==> src/rtl/kwdt_pkg.sv <==
package kwdt_pkg;
  localparam int DATA_W = 32;
  localparam int PW     = 20;

  localparam int OFS_COUNT  = 'h00;
  localparam int OFS_RELOAD = 'h04;
  localparam int OFS_KICK   = 'h08;
  localparam int OFS_CTRL   = 'h0C;
  localparam int OFS_PULSE  = 'h18;
  localparam int OFS_SPARE  = 'h1C;

  localparam logic [15:0] KICK_KEY   = 16'h4755;
  localparam logic [7:0]  TAG_POL_HI = 8'hA5;
  localparam logic [7:0]  TAG_POL_LO = 8'h5A;
  localparam logic [7:0]  TAG_PP     = 8'hA8;
  localparam logic [7:0]  TAG_OD     = 8'h8A;

  localparam logic [DATA_W-1:0] COUNT_RST = 32'h03EF_1480;
  localparam logic [PW-1:0]     WIDTH_RST = 20'h000FF;
  localparam logic [DATA_W-1:0] CTRL_RST  = 32'h0000_0010;
  localparam logic [DATA_W-1:0] CTRL_CLR  = 32'h0000_0F00;

  localparam int C_EN     = 0;
  localparam int C_RSTSYS = 1;

  typedef struct packed {
    logic          pol_high;
    logic          push_pull;
    logic [PW-1:0] width;
  } pulse_cfg_t;
endpackage

==> src/rtl/kwdt_tick.sv <==
module kwdt_tick #(
  parameter int DIV = 50
) (
  input  logic clk,
  input  logic rst_n,
  input  logic sync_i,
  output logic tick_o
);
  generate
    if (DIV <= 1) begin : g_pass
      assign tick_o = 1'b1;
    end else begin : g_div
      localparam int PC_W = $clog2(DIV);
      localparam logic [PC_W-1:0] LAST = PC_W'(DIV - 1);
      logic [PC_W-1:0] pc_q, pc_d;

      assign tick_o = (pc_q == LAST);

      always_comb begin
        pc_d = pc_q + 1'b1;
        if (sync_i || tick_o) pc_d = '0;
      end

      always_ff @(posedge clk or negedge rst_n) begin
        if (!rst_n) pc_q <= '0;
        else        pc_q <= pc_d;
      end
    end
  endgenerate
endmodule

==> src/rtl/kwdt_count.sv <==
module kwdt_count #(
  parameter int W = 32,
  parameter logic [W-1:0] RST_VAL = '0
) (
  input  logic         clk,
  input  logic         rst_n,
  input  logic         load_i,
  input  logic [W-1:0] load_val_i,
  input  logic         run_i,
  input  logic         tick_i,
  output logic [W-1:0] cnt_o,
  output logic         expire_o
);
  logic [W-1:0] cnt_q, cnt_d;
  logic         step;

  assign step     = run_i && tick_i && !load_i;
  assign expire_o = step && (cnt_q <= W'(1));
  assign cnt_o    = cnt_q;

  always_comb begin
    cnt_d = cnt_q;
    if (load_i)                    cnt_d = load_val_i;
    else if (step && cnt_q != '0)  cnt_d = cnt_q - 1'b1;
  end

  always_ff @(posedge clk or negedge rst_n) begin
    if (!rst_n) cnt_q <= RST_VAL;
    else        cnt_q <= cnt_d;
  end
endmodule

==> src/rtl/kwdt_pulse.sv <==
module kwdt_pulse #(
  parameter int W = 20
) (
  input  logic         clk,
  input  logic         rst_n,
  input  logic         start_i,
  input  logic [W-1:0] width_i,
  input  logic         tick_i,
  output logic         active_o
);
  logic         act_q, act_d;
  logic [W-1:0] left_q, left_d;

  always_comb begin
    act_d  = act_q;
    left_d = left_q;
    if (start_i) begin
      act_d  = 1'b1;
      left_d = width_i;
    end else if (act_q && tick_i) begin
      if (left_q == '0) act_d  = 1'b0;
      else              left_d = left_q - 1'b1;
    end
  end

  always_ff @(posedge clk or negedge rst_n) begin
    if (!rst_n) begin
      act_q  <= 1'b0;
      left_q <= '0;
    end else begin
      act_q  <= act_d;
      left_q <= left_d;
    end
  end

  assign active_o = act_q;
endmodule

==> src/rtl/kwdt_top.sv <==
module kwdt_top
  import kwdt_pkg::*;
#(
  parameter int CLK_HZ  = 50_000_000,
  parameter int TICK_HZ = 1_000_000,
  parameter int ADDR_W  = 8
) (
  input  logic              clk,
  input  logic              rst_n,
  input  logic              bus_wr,
  input  logic              bus_rd,
  input  logic [ADDR_W-1:0] bus_addr,
  input  logic [31:0]       bus_wdata,
  output logic [31:0]       bus_rdata,
  input  logic              inhibit_i,
  output logic              sys_rst_o,
  output logic              sys_rst_oe
);
  localparam int DIV = CLK_HZ / TICK_HZ;

  logic [DATA_W-1:0] reload_q, reload_d;
  logic [DATA_W-1:0] ctrl_q, ctrl_d;
  logic [DATA_W-1:0] spare_q, spare_d;
  logic [DATA_W-1:0] rdata_q, rdata_d;
  pulse_cfg_t        cfg_q, cfg_d;
  logic              run_q, run_d;

  logic              wr_reload, wr_kick, wr_ctrl, wr_pulse, wr_spare;
  logic [DATA_W-1:0] ctrl_wdata;
  logic              en_rise, en_fall, kick_ok, load_evt;
  logic              tick, expire, fire, pulse_active;
  logic [DATA_W-1:0] cnt_q;

  // Address decode
  assign wr_reload = bus_wr && (bus_addr == ADDR_W'(OFS_RELOAD));
  assign wr_kick   = bus_wr && (bus_addr == ADDR_W'(OFS_KICK));
  assign wr_ctrl   = bus_wr && (bus_addr == ADDR_W'(OFS_CTRL));
  assign wr_pulse  = bus_wr && (bus_addr == ADDR_W'(OFS_PULSE));
  assign wr_spare  = bus_wr && (bus_addr == ADDR_W'(OFS_SPARE));

  assign ctrl_wdata = (bus_wdata & ~CTRL_CLR) | CTRL_RST;
  assign en_rise    = wr_ctrl &&  ctrl_wdata[C_EN] && !ctrl_q[C_EN];
  assign en_fall    = wr_ctrl && !ctrl_wdata[C_EN] &&  ctrl_q[C_EN];
  assign kick_ok    = wr_kick && (bus_wdata[15:0] == KICK_KEY);
  assign load_evt   = en_rise || kick_ok;
  assign fire       = expire && !inhibit_i && ctrl_q[C_RSTSYS];

  // Next-state logic
  always_comb begin
    reload_d = reload_q;
    spare_d  = spare_q;
    ctrl_d   = ctrl_q;
    cfg_d    = cfg_q;
    run_d    = run_q;
    rdata_d  = rdata_q;

    if (wr_reload) reload_d = bus_wdata;
    if (wr_spare)  spare_d  = bus_wdata;

    if (expire && inhibit_i) ctrl_d = '0;
    else if (wr_ctrl)        ctrl_d = ctrl_wdata;

    if (en_fall || expire)                        run_d = 1'b0;
    else if (en_rise || (kick_ok && ctrl_q[C_EN])) run_d = 1'b1;

    if (wr_pulse) begin
      cfg_d.width = bus_wdata[PW-1:0];
      case (bus_wdata[31:24])
        TAG_POL_HI: cfg_d.pol_high  = 1'b1;
        TAG_POL_LO: cfg_d.pol_high  = 1'b0;
        TAG_PP:     cfg_d.push_pull = 1'b1;
        TAG_OD:     cfg_d.push_pull = 1'b0;
        default:    ;
      endcase
    end

    if (bus_rd) begin
      case (bus_addr)
        ADDR_W'(OFS_COUNT):  rdata_d = cnt_q;
        ADDR_W'(OFS_RELOAD): rdata_d = reload_q;
        ADDR_W'(OFS_CTRL):   rdata_d = ctrl_q;
        ADDR_W'(OFS_PULSE):  rdata_d = {cfg_q.pol_high, cfg_q.push_pull,
                                        {(DATA_W-2-PW){1'b0}}, cfg_q.width};
        ADDR_W'(OFS_SPARE):  rdata_d = spare_q;
        default:             rdata_d = '0;
      endcase
    end
  end

  // State registers
  always_ff @(posedge clk or negedge rst_n) begin
    if (!rst_n) begin
      reload_q <= COUNT_RST;
      spare_q  <= '0;
      ctrl_q   <= CTRL_RST;
      cfg_q    <= '{pol_high: 1'b0, push_pull: 1'b0, width: WIDTH_RST};
      run_q    <= 1'b0;
      rdata_q  <= '0;
    end else begin
      reload_q <= reload_d;
      spare_q  <= spare_d;
      ctrl_q   <= ctrl_d;
      cfg_q    <= cfg_d;
      run_q    <= run_d;
      rdata_q  <= rdata_d;
    end
  end

  kwdt_tick #(.DIV(DIV)) u_tick (
    .clk    (clk),
    .rst_n  (rst_n),
    .sync_i (load_evt),
    .tick_o (tick)
  );

  kwdt_count #(.W(DATA_W), .RST_VAL(COUNT_RST)) u_count (
    .clk        (clk),
    .rst_n      (rst_n),
    .load_i     (load_evt),
    .load_val_i (reload_q),
    .run_i      (run_q),
    .tick_i     (tick),
    .cnt_o      (cnt_q),
    .expire_o   (expire)
  );

  kwdt_pulse #(.W(PW)) u_pulse (
    .clk      (clk),
    .rst_n    (rst_n),
    .start_i  (fire),
    .width_i  (cfg_q.width),
    .tick_i   (tick),
    .active_o (pulse_active)
  );

  assign bus_rdata  = rdata_q;
  assign sys_rst_o  = pulse_active ? cfg_q.pol_high : !cfg_q.pol_high;
  assign sys_rst_oe = cfg_q.push_pull || pulse_active;
endmodule

==> config.mk <==
export PLATFORM = sky130hd
export DESIGN_NAME = kwdt_top
export DESIGN_NICKNAME = d
export VERILOG_FILES = /design/src/rtl/kwdt_pkg.sv /design/src/rtl/kwdt_tick.sv /design/src/rtl/kwdt_count.sv /design/src/rtl/kwdt_pulse.sv /design/src/rtl/kwdt_top.sv
export SDC_FILE = /design/constraint.sdc
export NUM_CORES = 1
export LEC_CHECK = 0
export ABC_AREA = 0
export BUFFER_PORTS_ARGS = -buffer_cell sky130_fd_sc_hd__clkbuf_2
export CAP_MARGIN = 20
export CORE_MARGIN = 5
export CORE_UTILIZATION = 50
export CTS_BUF_LIST = sky130_fd_sc_hd__clkbuf_4 sky130_fd_sc_hd__clkbuf_8 sky130_fd_sc_hd__clkbuf_16
export DETAILED_ROUTE_END_ITERATION = 7
export GPL_TIMING_DRIVEN = 0
export PLACE_DENSITY = 0.74
export SLEW_MARGIN = 20
export SYNTH_ARGS = -nofsm -noshare
export SYNTH_HDL_FRONTEND = slang
export SYNTH_SLANG_ARGS = --single-unit
export TNS_END_PERCENT = 100
==> constraint.sdc <==
create_clock -name clk -period 7 [get_ports clk]
set_input_delay 1.4 -clock clk [delete_from_list [all_inputs] [get_ports clk]]
set_output_delay 1.4 -clock clk [all_outputs]
set_load 0.01 [all_outputs]
==> results.md <==
* Outcome: complete, no violations
* Via count at 7937
* DR DRC count at 0
* NumNets Final at 1069
* Hold Crit Class: reg2reg
* Setup TNS at 0 ps
* Root Buffer: clkbuf_16
* Crit share post-route at 55.26%
* Fill count at 1644
* Critical path's slowest cell: or4_1
* Seq/Total Area, Yosys at 53.12%
* Adder-Cell Fraction of Synth Area at 0.7675%
* Largest family of logic cells by synthesized area: simple AND/OR/NAND/NOR gates
* Reg clk slew, reported paths at 60 ps
* Diodes inserted at 0
* Total setup buffers inserted after CTS at 0
* TritonCTS buffer count at 22
* First-pass GRT wire length at 43950 um
* P_leak at 4.967 nW
* WP data required at 7390 ps
* Most common cell in the netlist: dfrtp_1
* Final ANT Viol Nets at 0
* Cell Rows at 51
* Setup CP Type: in2reg
* R2r setup slk at 4050 ps
* Clock Latency Late Sink at 510 ps
* Asr flop ratio synth at 100.0%
* Synth top area share at 44.26%
* Slew Viols, Final at 0
* CTS Hold Bufs at 0
* Post-CTS Resized at 0
* Worst Setup End Kind: register
* Register bit total from synthesis at 206
* Worst Clk Skew at 16.79 ps
* Cell taking the most area after synthesis: dfrtp_1
* Initial Utilization at 50.59%
* Startpoint Class: input pin
* Non-filler cells, final at 1298
* Simple logic cell fraction of the synthesized area at 15.03%
* WL per Instance at 21.38 um
* Chip height at 149.9 um
* Synth Area in Compound Gates at 12.43%
* Ranking of synthesized cells by area: dfrtp_1, mux2_2, dfstp_2
* CTS tree: yes
* Vias in the first global route at 7873
* Fin crit period at 3868 ps
* Area of the multi-input gates at 4287 um^2
* Post-synth EDFFs at 0
* Layout area overhead at 15.54%
* Initial antenna violation count at 0
* Routability cong. at 0.9015
* IO Port Bufs at 77
* Number of clock sinks at 206
* Ports at 79
* Pin count of the biggest net entering global routing at 73
* GRT Util Overall at 25.00%
* H-tree Lvls at 1
* Drt total wl at 27760 um
* Crit path max-delay family: simple AND/OR/NAND/NOR gates
* Worst Max-Slew Pin Slew at 913.4 ps
* CP arrival at 4260 ps
* Ys Warns at 0
* CP Max Fanout at 10
* Avg Inst Size Synth at 10.69 um^2
* Fmax at 258.5 MHz
* Overflow after GRT at 0
* Clock buffer depth at 3
* Initial DRC Count at 831
* Vias per cell at 6.115
* Buf/Inv on CP at 3
* Synthesized area at 9782 um^2
* Die Area at 22460 um^2
* Top cells by count, synth: dfrtp_1, nor2_1, mux2_2, nand2_1, a21oi_1
* Syn_nets at 966
* Synth Instances at 915
* Unrepaired setup endpoints after global routing: no
* Final hold violation count at 0
* Final-report setup violation count at 0
* Pwr Density at 245.4 nW/um^2
* Maximum VDD drop at 158.7 uV
* Post-synth cell types at 56
* Critical path's largest stage delay at 600 ps
* Slew Limit Headroom at 38.25%
* Post-Synth XOR/XNOR Area at 4.387%
* Placed cells at 1259
* Core Area at 19330 um^2
* Most used DFF post-synth: dfrtp_1
* Die X-Extent at 149.9 um
* Max Cap Viol at 0
* Mux contribution to synthesized area at 11.20%
* Post-DP HPWL at 19440 um
* Reg area at 5196 um^2
* Drt pass-1 iters at 6
* Share of cells above drive strength 1 at 24.30%
* Crit path cell chain: clkbuf_2, or4_1, clkbuf_1, nor2_1, nand2_1, clkbuf_1, mux2i_1, nor2_1
sequential cells by signal, summed over array words and instances, names as in the netlist:
register           cells
u_count.cnt_o         32
cfg_q                 22
reload_q              32
u_pulse.left_q        20
u_tick.g_div.pc_q      6
ctrl_q                28
bus_rdata             32
spare_q               32
u_pulse.active_o       1
run_q                  1
routing by layer:
layer	track usage [%]	vias to the layer above	part of all wire [%]
met4	8.463	0	3.2
met3	4.361	65	8.3
met1	34.40	3975	41
met2	40.30	358	47
met5	0	-	0
li1	-	3539	-
area by class of cell:
cell class,count,area share [%]
Multi-Input combinational cell,636,37.93
Clock buffer,34,6.100
Tap cell,265,2.934
Inverter,23,0.7639
Buffer,50,1.882
Sequential cell,206,45.98
Timing Repair Buffer,79,3.974
Clock inverter,5,0.4428
report_power, final:
group	switching [mW]	internal, mW	leakage (nW)	total (mW)
sequential	0.0771	1.27	2.50	1.35
clock	0.474	0.713	0.377	1.19
combinational	0.134	0.102	2.09	0.236
total	0.685	2.09	4.97	2.77
path summary, 6_finish.rpt:
path                                                 from                             end  depth (start not counted)
min in group asynchronous                           rst_n          spare_q[5]$_DFFE_PN0P_                          1
max                                           bus_addr[5]          ctrl_q[12]$_DFFE_PN0P_                          8
min                        u_tick.g_div.pc_q[0]$_DFF_PN0_  u_tick.g_div.pc_q[0]$_DFF_PN0_                          1
max reg2reg                 u_count.cnt_o[15]$_DFFE_PN0P_          ctrl_q[14]$_DFFE_PN0P_                          7
min reg2reg                u_tick.g_div.pc_q[0]$_DFF_PN0_  u_tick.g_div.pc_q[0]$_DFF_PN0_                          1
max in group asynchronous                           rst_n        reload_q[12]$_DFFE_PN1P_                          2
per-stage QoR:
| step | util (%) | cell area (um^2) | power (mW) | worst slack (ps) | hold slack (ps) |
|---|---|---|---|---|---|
| 3_5_place_dp | 54.63 | 10560 | 1.603 | 2795 | 481.0 |
| 6_report | 58.45 | 11300 | 2.773 | 3132 | 496.4 |
| 5_1_grt | 58.45 | 11300 | 2.870 | 3117 | 518.2 |
| 2_1_floorplan | - | 9782 | 1.489 | 3596 | 460.8 |
| 4_1_cts | 58.45 | 11300 | 2.784 | 3294 | 495.9 |
| 3_3_place_gp | 54.30 | 10500 | 1.587 | 565.8 | 475.8 |
layout by cell type, fill, tap and decap left out, types with 3 or more instances in the layout:
cell type / synthesis / routed
clkbuf_1: 36 / 36
clkbuf_4: 0 / 6
a22oi_1: 18 / 18
nand3b_1: 3 / 3
and4b_1: 3 / 3
nand4_1: 9 / 9
o31a_1: 3 / 3
buf_4: 4 / 4
xnor2_1: 26 / 26
buf_1: 7 / 7
a31oi_1: 19 / 19
and4_1: 3 / 3
inv_1: 23 / 23
clkbuf_8: 0 / 6
a222oi_1: 32 / 32
nor4_1: 21 / 21
or4_1: 10 / 10
mux2_2: 84 / 84
o21ai_0: 24 / 24
a21oi_1: 59 / 59
clkbuf_2: 0 / 76
clkbuf_16: 0 / 23
clkinv_2: 0 / 4
o21a_1: 4 / 4
dfrtp_1: 173 / 173
nor3_1: 17 / 17
nand3_1: 23 / 23
xor2_1: 23 / 23
or3_1: 3 / 3
dfstp_2: 33 / 33
o31ai_1: 3 / 3
nand2b_1: 4 / 4
nor4b_1: 3 / 3
mux2i_1: 15 / 15
nand2_1: 82 / 82
ha_1: 6 / 6
o211ai_1: 4 / 4
nor2_1: 107 / 107
worst register-to-register path, stage by stage, from the launching register on:
cell	delay (ps)
dfrtp_1	410
nor4_1	710
nand4_1	390
nor3_1	290
nand3b_1	140
nor2_2	460
buf_4	360
nor2_1	80
cell families (layout without fill, tap and decap cells):
| logic type | after synthesis | count (layout) |
|---|---|---|
| AND/OR/NAND/NOR | 304 | 304 |
| flip-flops | 206 | 206 |
| AO/OA/AOI/OAI | 178 | 178 |
| multiplexers | 99 | 99 |
| buffers and inverters | 73 | 191 |
| XOR/XNOR | 49 | 49 |
| adder cells (fa/ha/maj) | 6 | 6 |
Power figures use the tool's default switching activity.
